===== src/rtl/tcap_pkg.sv =====
package tcap_pkg;

    typedef enum logic [1:0] {
        EDGE_OFF  = 2'd0,
        EDGE_RISE = 2'd1,
        EDGE_FALL = 2'd2,
        EDGE_ANY  = 2'd3
    } edge_sel_e;

    // Decide whether a detected edge matches the selected edge code.
    function automatic logic edge_match(input logic [1:0] sel,
                                        input logic       rise,
                                        input logic       fall);
        logic hit;
        case (edge_sel_e'(sel))
            EDGE_RISE: hit = rise;
            EDGE_FALL: hit = fall;
            EDGE_ANY:  hit = rise | fall;
            default:   hit = 1'b0;
        endcase
        return hit;
    endfunction

endpackage


===== src/rtl/tcap_insync.sv =====
module tcap_insync #(
    parameter int N_IN   = 2,
    parameter int STAGES = 2
) (
    input  logic            clk,
    input  logic            rst_n,
    input  logic [N_IN-1:0] din,
    output logic [N_IN-1:0] rise,
    output logic [N_IN-1:0] fall
);

    localparam int LAST = STAGES - 1;

    for (genvar i = 0; i < N_IN; i++) begin : g_in
        typedef struct packed {
            logic [STAGES-1:0] chain;
            logic              prev;
        } sync_st_t;

        sync_st_t st_d, st_q;

        always_comb begin
            st_d       = st_q;
            st_d.chain = {st_q.chain[STAGES-2:0], din[i]};
            st_d.prev  = st_q.chain[LAST];
        end

        always_ff @(posedge clk or negedge rst_n) begin
            if (!rst_n) begin
                st_q <= '0;
            end else begin
                st_q <= st_d;
            end
        end

        assign rise[i] = st_q.chain[LAST] & ~st_q.prev;
        assign fall[i] = ~st_q.chain[LAST] & st_q.prev;
    end

endmodule


===== src/rtl/tcap_counter.sv =====
module tcap_counter #(
    parameter int CNT_W = 16
) (
    input  logic             clk,
    input  logic             rst_n,
    input  logic             cnt_en,
    input  logic             trig_now,
    input  logic             cmp_en,
    input  logic             rc_wr,
    input  logic [CNT_W-1:0] rc_wdata,
    output logic [CNT_W-1:0] cnt,
    output logic [CNT_W-1:0] rc,
    output logic             cmp_fire,
    output logic             wrap
);

    localparam logic [CNT_W-1:0] ALL_ONES = {CNT_W{1'b1}};

    typedef struct packed {
        logic [CNT_W-1:0] cnt;
        logic [CNT_W-1:0] rc;
        logic             pend;
    } cnt_st_t;

    cnt_st_t st_d, st_q;
    logic    restart_req;
    logic    match;

    always_comb begin
        st_d        = st_q;
        restart_req = st_q.pend | trig_now;
        match       = cmp_en && (st_q.cnt == st_q.rc);
        cmp_fire    = cnt_en & match;
        wrap        = 1'b0;

        if (cnt_en) begin
            st_d.pend = 1'b0;
            if (restart_req || match) begin
                st_d.cnt = '0;
            end else begin
                st_d.cnt = st_q.cnt + 1'b1;
                wrap     = (st_q.cnt == ALL_ONES);
            end
        end else begin
            st_d.pend = restart_req;
        end

        if (rc_wr) begin
            st_d.rc = rc_wdata;
        end
    end

    always_ff @(posedge clk or negedge rst_n) begin
        if (!rst_n) begin
            st_q <= '0;
        end else begin
            st_q <= st_d;
        end
    end

    assign cnt = st_q.cnt;
    assign rc  = st_q.rc;

endmodule


===== src/rtl/tcap_capture.sv =====
module tcap_capture
    import tcap_pkg::*;
#(
    parameter int CNT_W = 16
) (
    input  logic             clk,
    input  logic             rst_n,
    input  logic [CNT_W-1:0] cnt,
    input  logic             a_rise,
    input  logic             a_fall,
    input  logic [1:0]       ra_sel,
    input  logic [1:0]       rb_sel,
    input  logic             restart,
    input  logic             ra_rd,
    input  logic             rb_rd,
    output logic [CNT_W-1:0] ra,
    output logic [CNT_W-1:0] rb,
    output logic             ra_ld,
    output logic             rb_ld,
    output logic             ovr_evt
);

    typedef struct packed {
        logic [CNT_W-1:0] ra;
        logic [CNT_W-1:0] rb;
        logic             want_b;
        logic             ra_pend;
        logic             rb_pend;
    } cap_st_t;

    cap_st_t st_d, st_q;
    logic    want_b_eff;

    always_comb begin
        st_d       = st_q;
        want_b_eff = restart ? 1'b0 : st_q.want_b;
        ra_ld      = edge_match(ra_sel, a_rise, a_fall) & ~want_b_eff;
        rb_ld      = edge_match(rb_sel, a_rise, a_fall) & want_b_eff;
        ovr_evt    = (ra_ld & st_q.ra_pend & ~ra_rd) |
                     (rb_ld & st_q.rb_pend & ~rb_rd);

        if (ra_ld) begin
            st_d.want_b = 1'b1;
        end else if (rb_ld) begin
            st_d.want_b = 1'b0;
        end else begin
            st_d.want_b = want_b_eff;
        end

        if (ra_ld) begin
            st_d.ra      = cnt;
            st_d.ra_pend = 1'b1;
        end else if (ra_rd) begin
            st_d.ra_pend = 1'b0;
        end

        if (rb_ld) begin
            st_d.rb      = cnt;
            st_d.rb_pend = 1'b1;
        end else if (rb_rd) begin
            st_d.rb_pend = 1'b0;
        end
    end

    always_ff @(posedge clk or negedge rst_n) begin
        if (!rst_n) begin
            st_q <= '0;
        end else begin
            st_q <= st_d;
        end
    end

    assign ra = st_q.ra;
    assign rb = st_q.rb;

endmodule


===== src/rtl/tmr_capture_chan.sv =====
module tmr_capture_chan
    import tcap_pkg::*;
#(
    parameter int CNT_W       = 16,
    parameter int SYNC_STAGES = 2
) (
    input  logic             clk,
    input  logic             rst_n,
    input  logic             cnt_en,
    input  logic             sw_trig,
    input  logic             sync_trig,
    input  logic             tin_a,
    input  logic             tin_b,
    input  logic             cfg_cmp_trig,
    input  logic             cfg_ext_sel,
    input  logic [1:0]       cfg_ext_edge,
    input  logic [1:0]       cfg_ra_edge,
    input  logic [1:0]       cfg_rb_edge,
    input  logic             rc_wr,
    input  logic [CNT_W-1:0] rc_wdata,
    input  logic             ra_rd,
    input  logic             rb_rd,
    input  logic             sts_rd,
    output logic [CNT_W-1:0] cnt_val,
    output logic [CNT_W-1:0] rc_val,
    output logic [CNT_W-1:0] ra_val,
    output logic [CNT_W-1:0] rb_val,
    output logic             sts_ovr,
    output logic             sts_cov
);

    localparam int N_IN  = 2;
    localparam int IDX_A = 0;
    localparam int IDX_B = 1;

    typedef struct packed {
        logic ovr;
        logic cov;
    } sts_st_t;

    logic [N_IN-1:0] in_rise;
    logic [N_IN-1:0] in_fall;
    logic            ext_hit;
    logic            trig_now;
    logic            cmp_fire;
    logic            wrap;
    logic            ra_ld;
    logic            rb_ld;
    logic            ovr_evt;
    sts_st_t         sts_d, sts_q;

    tcap_insync #(
        .N_IN   (N_IN),
        .STAGES (SYNC_STAGES)
    ) u_sync (
        .clk   (clk),
        .rst_n (rst_n),
        .din   ({tin_b, tin_a}),
        .rise  (in_rise),
        .fall  (in_fall)
    );

    always_comb begin
        if (cfg_ext_sel) begin
            ext_hit = edge_match(cfg_ext_edge, in_rise[IDX_B], in_fall[IDX_B]);
        end else begin
            ext_hit = edge_match(cfg_ext_edge, in_rise[IDX_A], in_fall[IDX_A]);
        end
        trig_now = sw_trig | sync_trig | ext_hit;
    end

    tcap_counter #(
        .CNT_W (CNT_W)
    ) u_cnt (
        .clk      (clk),
        .rst_n    (rst_n),
        .cnt_en   (cnt_en),
        .trig_now (trig_now),
        .cmp_en   (cfg_cmp_trig),
        .rc_wr    (rc_wr),
        .rc_wdata (rc_wdata),
        .cnt      (cnt_val),
        .rc       (rc_val),
        .cmp_fire (cmp_fire),
        .wrap     (wrap)
    );

    tcap_capture #(
        .CNT_W (CNT_W)
    ) u_cap (
        .clk     (clk),
        .rst_n   (rst_n),
        .cnt     (cnt_val),
        .a_rise  (in_rise[IDX_A]),
        .a_fall  (in_fall[IDX_A]),
        .ra_sel  (cfg_ra_edge),
        .rb_sel  (cfg_rb_edge),
        .restart (trig_now | cmp_fire),
        .ra_rd   (ra_rd),
        .rb_rd   (rb_rd),
        .ra      (ra_val),
        .rb      (rb_val),
        .ra_ld   (ra_ld),
        .rb_ld   (rb_ld),
        .ovr_evt (ovr_evt)
    );

    // Sticky flags: a set event in the read cycle wins over the clear.
    always_comb begin
        sts_d     = sts_q;
        sts_d.ovr = ovr_evt | (sts_q.ovr & ~sts_rd);
        sts_d.cov = wrap | (sts_q.cov & ~sts_rd);
    end

    always_ff @(posedge clk or negedge rst_n) begin
        if (!rst_n) begin
            sts_q <= '0;
        end else begin
            sts_q <= sts_d;
        end
    end

    assign sts_ovr = sts_q.ovr;
    assign sts_cov = sts_q.cov;

endmodule


===== config.mk =====
export PLATFORM = sky130hd
export DESIGN_NAME = tmr_capture_chan
export DESIGN_NICKNAME = d
export VERILOG_FILES = /design/src/rtl/tcap_pkg.sv /design/src/rtl/tcap_insync.sv /design/src/rtl/tcap_counter.sv /design/src/rtl/tcap_capture.sv /design/src/rtl/tmr_capture_chan.sv
export SDC_FILE = /design/constraint.sdc
export NUM_CORES = 1
export LEC_CHECK = 0
export ABC_AREA = 1
export BUFFER_PORTS_ARGS = -buffer_cell sky130_fd_sc_hd__buf_2
export CELL_PAD_IN_SITES_DETAIL_PLACEMENT = 0
export CELL_PAD_IN_SITES_GLOBAL_PLACEMENT = 1
export CORE_ASPECT_RATIO = 0.7
export CORE_MARGIN = 1
export CORE_UTILIZATION = 42
export DETAILED_ROUTE_END_ITERATION = 7
export GPL_ROUTABILITY_DRIVEN = 0
export PLACE_DENSITY = 0.87
export SYNTH_ARGS = -nofsm -noshare
export SYNTH_HDL_FRONTEND = slang
export SYNTH_HIERARCHICAL = 1
export SYNTH_SLANG_ARGS = --single-unit

===== constraint.sdc =====
create_clock -name clk -period 3.7 [get_ports clk]
set_input_delay 0.185 -clock clk [delete_from_list [all_inputs] [get_ports clk]]
set_output_delay 0.185 -clock clk [all_outputs]
set_load 0.005 [all_outputs]

==> results of run 1 <==
==> cells in the final DEF, fill, tap and decap left out, types with 5 or more instances in the layout <==
cell       count
nand2_1      145
buf_2         99
dfrtp_1       76
inv_1         44
nand3_1       43
nor2_1        33
o21ai_0       19
a21oi_1       17
clkbuf_16      9
xor2_1         9
nand4_1        6
nand2_2        5
==> final timing paths <==
| check | startpoint | endpoint | slack (ps) |
|---|---|---|---|
| min reg2reg | u_sync/g_in[0].st_d[2] | u_sync/g_in[0].st_d[0] | 350 |
| max reg2reg | u_cnt/cnt[13] | u_cap/ra[11] | 1140 |
| max | u_cnt/cnt[13] | u_cap/ra[11] | 1140 |
| min | rst_n | u_cnt/rc[9] | -20 |
| min in group clk | ra_rd | u_cap/st_q[1] | 40 |
| max in group asynchronous | rst_n | u_cnt/rc[15] | 3080 |
==> per-stage QoR <==
stage               instances  area [um^2]  setup slack (ps)  total power, mW  hold slack, ps
floorplan                 503         4090              1670             1.02            -111
CTS                       669         4530              1140             1.98            30.8
finish                    669         4530              1140             1.96           -19.1
detailed placement        651         4200              1160             1.07             295
global placement          651         4200              1150             1.07             298
global route              669         4530               907             2.04            34.0
==> final cells by class <==
| class | count | area (um^2) | share of cell area |
|---|---|---|---|
| inverters | 45 | 169 | 0.0373 |
| flip-flops and latches | 76 | 1900 | 0.420 |
| repair buffers | 102 | 523 | 0.115 |
| multi-input cells | 306 | 1470 | 0.324 |
| well taps | 124 | 155 | 0.0343 |
| clock buffers | 13 | 270 | 0.0597 |
| clock inverters | 3 | 43.8 | 0.00967 |
==> flip-flops by register name (all words and copies together) (netlist names) <==
name	count
u_cnt/rc	16
u_cap/rb	16
u_cnt/st_q	1
u_cap/ra	16
u_cap/st_q	3
u_cnt/cnt	16
sts_cov	1
u_sync/g_in.st_q	2
sts_ovr	1
u_sync/g_in.st_d	4
==> timing repair <==
| item | 4_1_cts | 5_1_grt |
|---|---|---|
| hold buffers | 2 | 0 |
| hold endpoints to repair | 2 | 0 |
| resized for setup | 0 | 0 |
==> power groups by stage <==
stage	logic, mW	registers, mW	clock network, mW
floorplan	0.125	0.891	0
global placement	0.170	0.898	0
detailed placement	0.171	0.899	0
CTS	0.174	0.884	0.921
global route	0.198	0.888	0.952
finish	0.172	0.884	0.900
==> worst max-delay path: stages, from the launching register on <==
cell and delay (ps):
dfrtp_1 490, inv_1 90, nand2_1 130, nand4_1 110
or2_2 320, nor2_1 90, nand3_1 70, nor2_1 90
inv_1 50, nand4_1 170, inv_1 70, nand2_2 340
nand2_4 230, nand2_1 120, nand2_1 50
==> routing by layer <==
| layer | wire length (um) | global-route usage |
|---|---|---|
| met1 | 4820 | 0.310 |
| met2 | 4170 | 0.290 |
| met3 | 797 | 0.0577 |
| met4 | 96 | 0.0636 |
| met5 | 0 | 0 |
==> flow_metrics.env, run 1 <==
export IMPL_outcome="complete, but fails checks"
export IMPL_violations="hold timing"
export IMPL_hold_viol=12
export IMPL_core_rowCount=29
export IMPL_route_detailed_vias_per_inst=4.84
export IMPL_cell_internal_pwr_mw=1.50
export IMPL_first_iter_violations=195
export IMPL_syn_mean_instance_area_um2=8.13
export IMPL_pwr_share_comb=0.088
export IMPL_routed_wl_um=9880
export IMPL_final_setup_tns_ps=0
export IMPL_path_class="reg -> reg"
export IMPL_max_cap_violations=0
export IMPL_numPortBuffers=100
export IMPL_switchingPower_mw=0.455
export IMPL_core_area_um2=9250
export IMPL_rsz_0062_raised_after_global_routing="no"
export IMPL_power_static_leakage_nw=2.52
export IMPL_floorplan_die_height_um=84.6
export IMPL_cp_arrival_ps=2780
export IMPL_power_sequential_fraction=0.452
export IMPL_tritoncts="yes"
export IMPL_fin_util=0.490
export IMPL_worstRegToRegCells=14
export IMPL_first_pass_grt_wire_length_um=16200
export IMPL_clk_path_buf_depth=2
export IMPL_routed_wire_length_per_instance_um=14.8
export IMPL_cts_repair_timing_setup_buffer_count=0
export IMPL_synth_nets=539
export IMPL_synthesis_area_um2=4090
export IMPL_drive_above_1_share=0.248
export IMPL_ctsRootBufferMaster="clkbuf_16"
export IMPL_end_kind="flip-flop"
export IMPL_timing_critical_path_from_type="flip-flop"
export IMPL_max_slew_margin_rel=0.367
export IMPL_number_of_antenna_repair_diodes=0
export IMPL_ios=101
export IMPL_floorplan_die_area_um2=10100
export IMPL_drv_slew=0
export IMPL_dpl_hpwl_um=7290
export IMPL_powerDensity_nw_per_um2=432
export IMPL_antenna_found_initial=0
export IMPL_die_width_um=120
export IMPL_whs_ps=-19.1
export IMPL_crit_fanout=19
export IMPL_fin_nets=576
export IMPL_antenna_left=0
export IMPL_gr_total_overflow=0
export IMPL_final_clock_skew_ps=5.74
export IMPL_grt_max_degree=77
export IMPL_worstSkewPairLatency_ps=340
export IMPL_cts_made_buffers=9
export IMPL_fillCellCount=916
export IMPL_cts_sinks=76
export IMPL_max_clock_freq_ghz=0.391
export IMPL_cts_htree_levels=3
export IMPL_area_growth_synth_to_final_pct=10.7
export IMPL_drcViolationCount=0
export IMPL_dr_total_vias=3241
export IMPL_firstDrtPassIters=5
export IMPL_postSynthCellCount=503
export IMPL_grt_pass1_vias=3075
export IMPL_swShare=0.233
export IMPL_layout_min_cycle_time_ps=2560
export IMPL_clock_power_share=0.460
export IMPL_clk_pin_slew_worst_paths_ps=60
export IMPL_worst_pin_slew_ps=949
export IMPL_irDropWorstVdd_uv=233
export IMPL_post_route_period_util=0.691
export IMPL_finalSetupViolCount=0
export IMPL_grt_usage=0.208
export IMPL_yosys_warnings=6
export IMPL_initial_utilization=0.442
export IMPL_hold_path_class="in -> async"
export IMPL_crit_required_ps=3920
No activity file was read; power rests on OpenSTA's default activity.
==> inputs of run 2 (changes only) <==
--- a/config.mk
+++ b/config.mk
@@ -11,10 +11,10 @@
 export CELL_PAD_IN_SITES_GLOBAL_PLACEMENT = 1
 export CORE_ASPECT_RATIO = 0.7
 export CORE_MARGIN = 1
-export CORE_UTILIZATION = 42
+export CORE_UTILIZATION = 39
 export DETAILED_ROUTE_END_ITERATION = 7
 export GPL_ROUTABILITY_DRIVEN = 0
-export PLACE_DENSITY = 0.87
+export PLACE_DENSITY = 0.82
 export SYNTH_ARGS = -nofsm -noshare
 export SYNTH_HDL_FRONTEND = slang
 export SYNTH_HIERARCHICAL = 1
==> constraint.sdc (replaced) <==
create_clock -name clk -period 2.4 [get_ports clk]
set_input_delay 0.12 -clock clk [delete_from_list [all_inputs] [get_ports clk]]
set_output_delay 0.12 -clock clk [all_outputs]
set_load 0.005 [all_outputs]
==> run 2 against run 1 <==
Compared with the run above: the flow still finishes with violations (hold timing); sequential cell count did not move; combinational power increased by 73%; core utilization shrank 1.3 points; routed wire length grew 2.8%; global-route usage shrank 1.2 points; cell count up 4.8%; hold slack improved by 17 ps; clock skew is essentially flat.
==> flow_metrics.env, run 2 (synthesized netlist as in run 1, its figures left out) <==
export IMPL_outcome="complete, but fails checks"
export IMPL_violations="hold timing"
export IMPL_drcViolationCount=0
export IMPL_dp_slack_ps=2.23
export IMPL_max_slew_margin_rel=0.351
export IMPL_worstSkewPairLatency_ps=340
export IMPL_fin_cells=701
export IMPL_cts_made_buffers=9
export IMPL_powerDensity_nw_per_um2=620
export IMPL_final_clock_skew_ps=5.61
export IMPL_antenna_found_initial=0
export IMPL_reg2reg_to="u_cap/rb[2]"
export IMPL_irDropWorstVdd_uv=293
export IMPL_grt_pass1_vias=3221
export IMPL_dpl_hpwl_um=7580
export IMPL_numPortBuffers=100
export IMPL_power_mw=2.94
export IMPL_power_static_leakage_nw=2.63
export IMPL_routed_wire_length_per_instance_um=14.5
export IMPL_post_route_period_util=0.937
export IMPL_area_growth_synth_to_final_pct=15.9
export IMPL_drv_slew=0
export IMPL_hold_viol=1
export IMPL_worst_r2r_startpoint="u_cnt/cnt[9]"
export IMPL_cp_arrival_ps=2470
export IMPL_cts_sinks=76
export IMPL_numPlacedInstances=668
export IMPL_worst_pin_slew_ps=974
export IMPL_core_area_um2=9950
export IMPL_route_detailed_vias_per_inst=4.75
export IMPL_routed_wl_um=10200
export IMPL_hold_path_class="in -> reg"
export IMPL_first_pass_grt_wire_length_um=16300
export IMPL_die_width_um=124
export IMPL_fin_util=0.477
export IMPL_rsz_0062_raised_after_global_routing="no"
export IMPL_hold_path_cell_count=3
export IMPL_timing_critical_path_to="u_cap/rb[2]"
export IMPL_fin_nets=604
export IMPL_mostFrequentLayoutCells="145 x nand2_1, 99 x buf_2, 76 x dfrtp_1"
export IMPL_whs_ps=-1.79
export IMPL_critPathLaunch="u_cnt/cnt[9]"
export IMPL_dr_total_vias=3329
export IMPL_layout_min_cycle_time_ps=2250
export IMPL_end_kind="flip-flop"
export IMPL_first_iter_violations=301
export IMPL_initial_utilization=0.411
export IMPL_grt_usage=0.196
export IMPL_mostFrequentLayoutCell="nand2_1"
export IMPL_clk_path_buf_depth=2
export IMPL_path_class="reg -> reg"
export IMPL_crit_required_ps=2620
export IMPL_gr_total_overflow=0
export IMPL_number_of_antenna_repair_diodes=0
export IMPL_r2r_setup_slk_ps=150
export IMPL_cts_htree_levels=3
export IMPL_max_clock_freq_ghz=0.444
export IMPL_finalSetupViolCount=0
export IMPL_ctsRootBufferMaster="clkbuf_16"
export IMPL_clk_pin_slew_worst_paths_ps=60
export IMPL_timing_critical_path_from_type="flip-flop"
export IMPL_layout_setup_ws_ps=150
export IMPL_worstRegToRegCells=14
export IMPL_crit_fanout=17
export IMPL_placedInstanceArea_um2=4300
export IMPL_firstDrtPassIters=5
export IMPL_core_rowCount=30
export IMPL_final_setup_tns_ps=0
export IMPL_floorplan_die_area_um2=10900
export IMPL_antenna_left=0
export IMPL_max_cap_violations=0
export IMPL_grt_max_degree=77
export IMPL_ios=101
export IMPL_drive_above_1_share=0.260
export IMPL_floorplan_die_height_um=87.7
export IMPL_postLayoutCellArea_um2=4740
export IMPL_tritoncts="yes"
==> run 2: changes by cell type in the layout (fill, tap and decap cells not counted) <==
| cell | change |
|---|---|
| buf_4 | +16 |
| dlygate4sd3_1 | +12 |
| clkbuf_1 | +2 |
| bufinv_16 | -1 |
| clkinv_4 | -1 |
==> run 2: worst min-delay path by stage <==
stage | from | end | slack (ps)
after floorplan | rst_n | sts_cov | -180
after global placement | tin_a | u_sync/g_in[0].st_d[2] | 230
after detailed placement | tin_a | u_sync/g_in[0].st_d[2] | 230
after CTS | rc_wdata[14] | u_cnt/rc[14] | 1
after global routing | rc_wdata[14] | u_cnt/rc[14] | 7
final | rc_wdata[14] | u_cnt/rc[14] | -2
==> run 2: final cells by class <==
cell class              instances  area (um^2)
fillers                       999         5200
flip-flops and latches         76         1900
multi-input cells             306         1470
repair buffers                130          763
clock buffers                  15          278
inverters                      45          169
well taps                     128          160
clock inverters                 1         5.00
==> run 2: timing repair <==
| item | 4_1_cts | 5_1_grt |
|---|---|---|
| resized for setup | 0 | 0 |
| hold buffers | 14 | 0 |
| setup endpoints to repair | 15 | 18 |
| pin swaps | 1 | 1 |
| endpoints found under the hold margin | 90 | 0 |
| setup buffers | 0 | 3 |
==> run 2: per-layer routing <==
| metal | part of all wire | GRT usage | routed length, um | vias to the layer above |
|---|---|---|---|---|
| met5 | 0 | 0 | 0 | - |
| met4 | 0.0081 | 0.0515 | 82 | 0 |
| met3 | 0.067 | 0.0641 | 679 | 9 |
| met2 | 0.42 | 0.285 | 4220 | 118 |
| met1 | 0.51 | 0.280 | 5180 | 1555 |
| li1 | - | - | - | 1647 |
==> run 2: power by group <==
group / leakage [nW] / total, mW / switching, mW / internal (mW)
logic: 1.48 / 0.297 / 0.179 / 0.118
clock network: 0.140 / 1.28 / 0.499 / 0.784
registers: 1.01 / 1.36 / 0.0321 / 1.33
==> run 2: critical path, stage by stage (launching register included) <==
cell and delay (ps):
dfrtp_1 450, inv_1 270, nand2_1 130, nand2_1 90, nor2_1 40, nand4_1 60, nor2_1 50, nand3_1 60
nor2_1 40, inv_1 70, nand4_1 180, nor2_4 300, nand2_4 190, nand2_1 110, nand2_1 60
==> inputs of run 3 (changes only) <==
==> constraint.sdc (replaced) <==
create_clock -name clk -period 2.4 [get_ports clk]
set_input_delay 0 -clock clk [delete_from_list [all_inputs] [get_ports clk]]
set_output_delay 0 -clock clk [all_outputs]
set_load 0.005 [all_outputs]
==> run 3 against run 2 <==
Compared with the run above: the run now ends clean; clock-buffer cell count is the same; clock skew is essentially flat; fmax grew 0.94%; critical path type unchanged; design area grew 1.9%; sequential share of layout area shrank 0.75 points.
==> flow_metrics.env, run 3 (synthesized netlist as in run 1, its figures left out) <==
export IMPL_outcome="finished, final reports clean"
export IMPL_groute_layer_met1_usage=0.281
export IMPL_floorplan_die_height_um=87.7
export IMPL_first_pass_grt_wire_length_um=16400
export IMPL_first_iter_violations=281
export IMPL_hold_viol=0
export IMPL_ctsRootBufferMaster="clkbuf_16"
export IMPL_worst_r2r_startpoint="u_cnt/cnt[9]"
export IMPL_end_kind="flip-flop"
export IMPL_grt_pass1_vias=3251
export IMPL_mostFrequentLayoutCells="145 x nand2_1, 99 x buf_2, 76 x dfrtp_1"
export IMPL_ios=101
export IMPL_cts_made_buffers=9
export IMPL_drive_above_1_share=0.256
export IMPL_clk_pin_slew_worst_paths_ps=60
export IMPL_core_area_um2=9950
export IMPL_timing_critical_path_to="u_cap/rb[2]"
export IMPL_dr_total_vias=3376
export IMPL_reg2reg_to="u_cap/rb[2]"
export IMPL_numPortBuffers=100
export IMPL_irDropWorstVdd_uv=299
export IMPL_globalRoute_busiestLayer="met2"
export IMPL_initial_utilization=0.411
export IMPL_grt_usage=0.197
export IMPL_post_route_period_util=0.929
export IMPL_timing_critical_path_from_type="flip-flop"
export IMPL_powerDensity_nw_per_um2=611
export IMPL_antenna_found_initial=0
export IMPL_antenna_left=0
export IMPL_worstSkewPairLatency_ps=340
export IMPL_die_width_um=124
export IMPL_route_detailed_vias_per_inst=4.75
export IMPL_layout_min_cycle_time_ps=2230
export IMPL_path_class="reg -> reg"
export IMPL_max_cap_violations=0
export IMPL_cts_resized=0
export IMPL_final_setup_tns_ps=0
export IMPL_dp_slack_ps=2.23
export IMPL_worstRegToRegCells=14
export IMPL_fin_nets=613
export IMPL_final_clock_skew_ps=5.71
export IMPL_global_route_usage_met2=0.287
export IMPL_area_growth_synth_to_final_pct=18.1
export IMPL_cts_htree_levels=3
export IMPL_number_of_antenna_repair_diodes=0
export IMPL_gr_usage_met3=0.0641
export IMPL_floorplan_die_area_um2=10900
export IMPL_crit_required_ps=2620
export IMPL_clk_path_buf_depth=2
export IMPL_tritoncts="yes"
export IMPL_max_slew_margin_rel=0.352
export IMPL_crit_fanout=17
export IMPL_cp_arrival_ps=2450
export IMPL_worst_pin_slew_ps=972
export IMPL_core_rowCount=30
export IMPL_gr_total_overflow=0
export IMPL_power_static_leakage_nw=2.67
export IMPL_critPathLaunch="u_cnt/cnt[9]"
export IMPL_finalSetupViolCount=0
export IMPL_max_clock_freq_ghz=0.449
export IMPL_hold_path_class="in -> reg"
export IMPL_layout_setup_ws_ps=171
export IMPL_routed_wire_length_per_instance_um=14.4
export IMPL_dpl_hpwl_um=7580
export IMPL_drv_slew=0
export IMPL_r2r_setup_slk_ps=170
export IMPL_rsz_0062_raised_after_global_routing="no"
export IMPL_firstDrtPassIters=5
export IMPL_cts_sinks=76
export IMPL_grt_max_degree=77
export IMPL_mostFrequentLayoutCell="nand2_1"
export IMPL_routed_wl_um=10200
export IMPL_drcViolationCount=0
## run 3: cell count changes in the layout (fill, tap and decap cells not counted), sizes merged
cell and delta:
dlygate4sd3 +9
## run 3: how the worst min path moves through the flow
stage | start | to | slack [ps] | cells after the start
after floorplan | rst_n | sts_cov | -300 | 0
after global placement | tin_a | u_sync/g_in[0].st_d[2] | 110 | 1
after detailed placement | tin_a | u_sync/g_in[0].st_d[2] | 110 | 1
after CTS | sw_trig | u_cnt/st_q[0] | 90 | 5
after global routing | sw_trig | u_cnt/st_q[0] | 150 | 5
final | sw_trig | u_cnt/st_q[0] | 110 | 5
## run 3: layer usage
metal	vias up	part of all wire
li1	1671	-
met1	1567	0.50
met2	127	0.42
met3	11	0.074
met4	0	0.0088
met5	-	0
## run 3: critical path, stage by stage, from the launching register on
cell	delay, ps
dfrtp_1	450
inv_1	260
nand2_1	130
nand2_1	90
nor2_1	40
nand4_1	60
nor2_1	50
nand3_1	60
nor2_1	40
inv_1	70
nand4_1	180
nor2_4	300
nand2_4	190
nand2_1	110
nand2_1	60
## run 3: timing repair
action,4_1_cts,5_1_grt
setup buffers,0,3
pin swaps,1,1
setup endpoints to repair,15,18
hold buffers,23,0
hold endpoints to repair,101,0
## run 3: area by class of cell
| cell class | instances | area, um^2 |
|---|---|---|
| tap | 128 | 160 |
| timing repair buffer | 139 | 853 |
| sequential | 76 | 1900 |
| fill | 1000 | 5110 |
| clock buffer | 15 | 278 |
| multi-input combinational | 306 | 1470 |
| inverter | 45 | 169 |
| clock inverter | 1 | 5.00 |
## run 3: power by group
part	switching [mW]	total [mW]	internal [mW]
Sequential	0.0321	1.36	1.33
Combinational	0.180	0.308	0.128
Clock	0.499	1.28	0.784
Total	0.712	2.95	2.24
## run 3: metrics by stage
step	hold WS (ps)	area, um^2	power [mW]	std cells	util
floorplan	-296	4090	1.57	503	-
CTS	91.9	4810	2.97	707	0.484
global route	148	4830	3.07	710	0.486
finish	110	4830	2.95	710	0.486
global placement	111	4300	1.65	668	0.432
detailed placement	109	4300	1.66	668	0.432
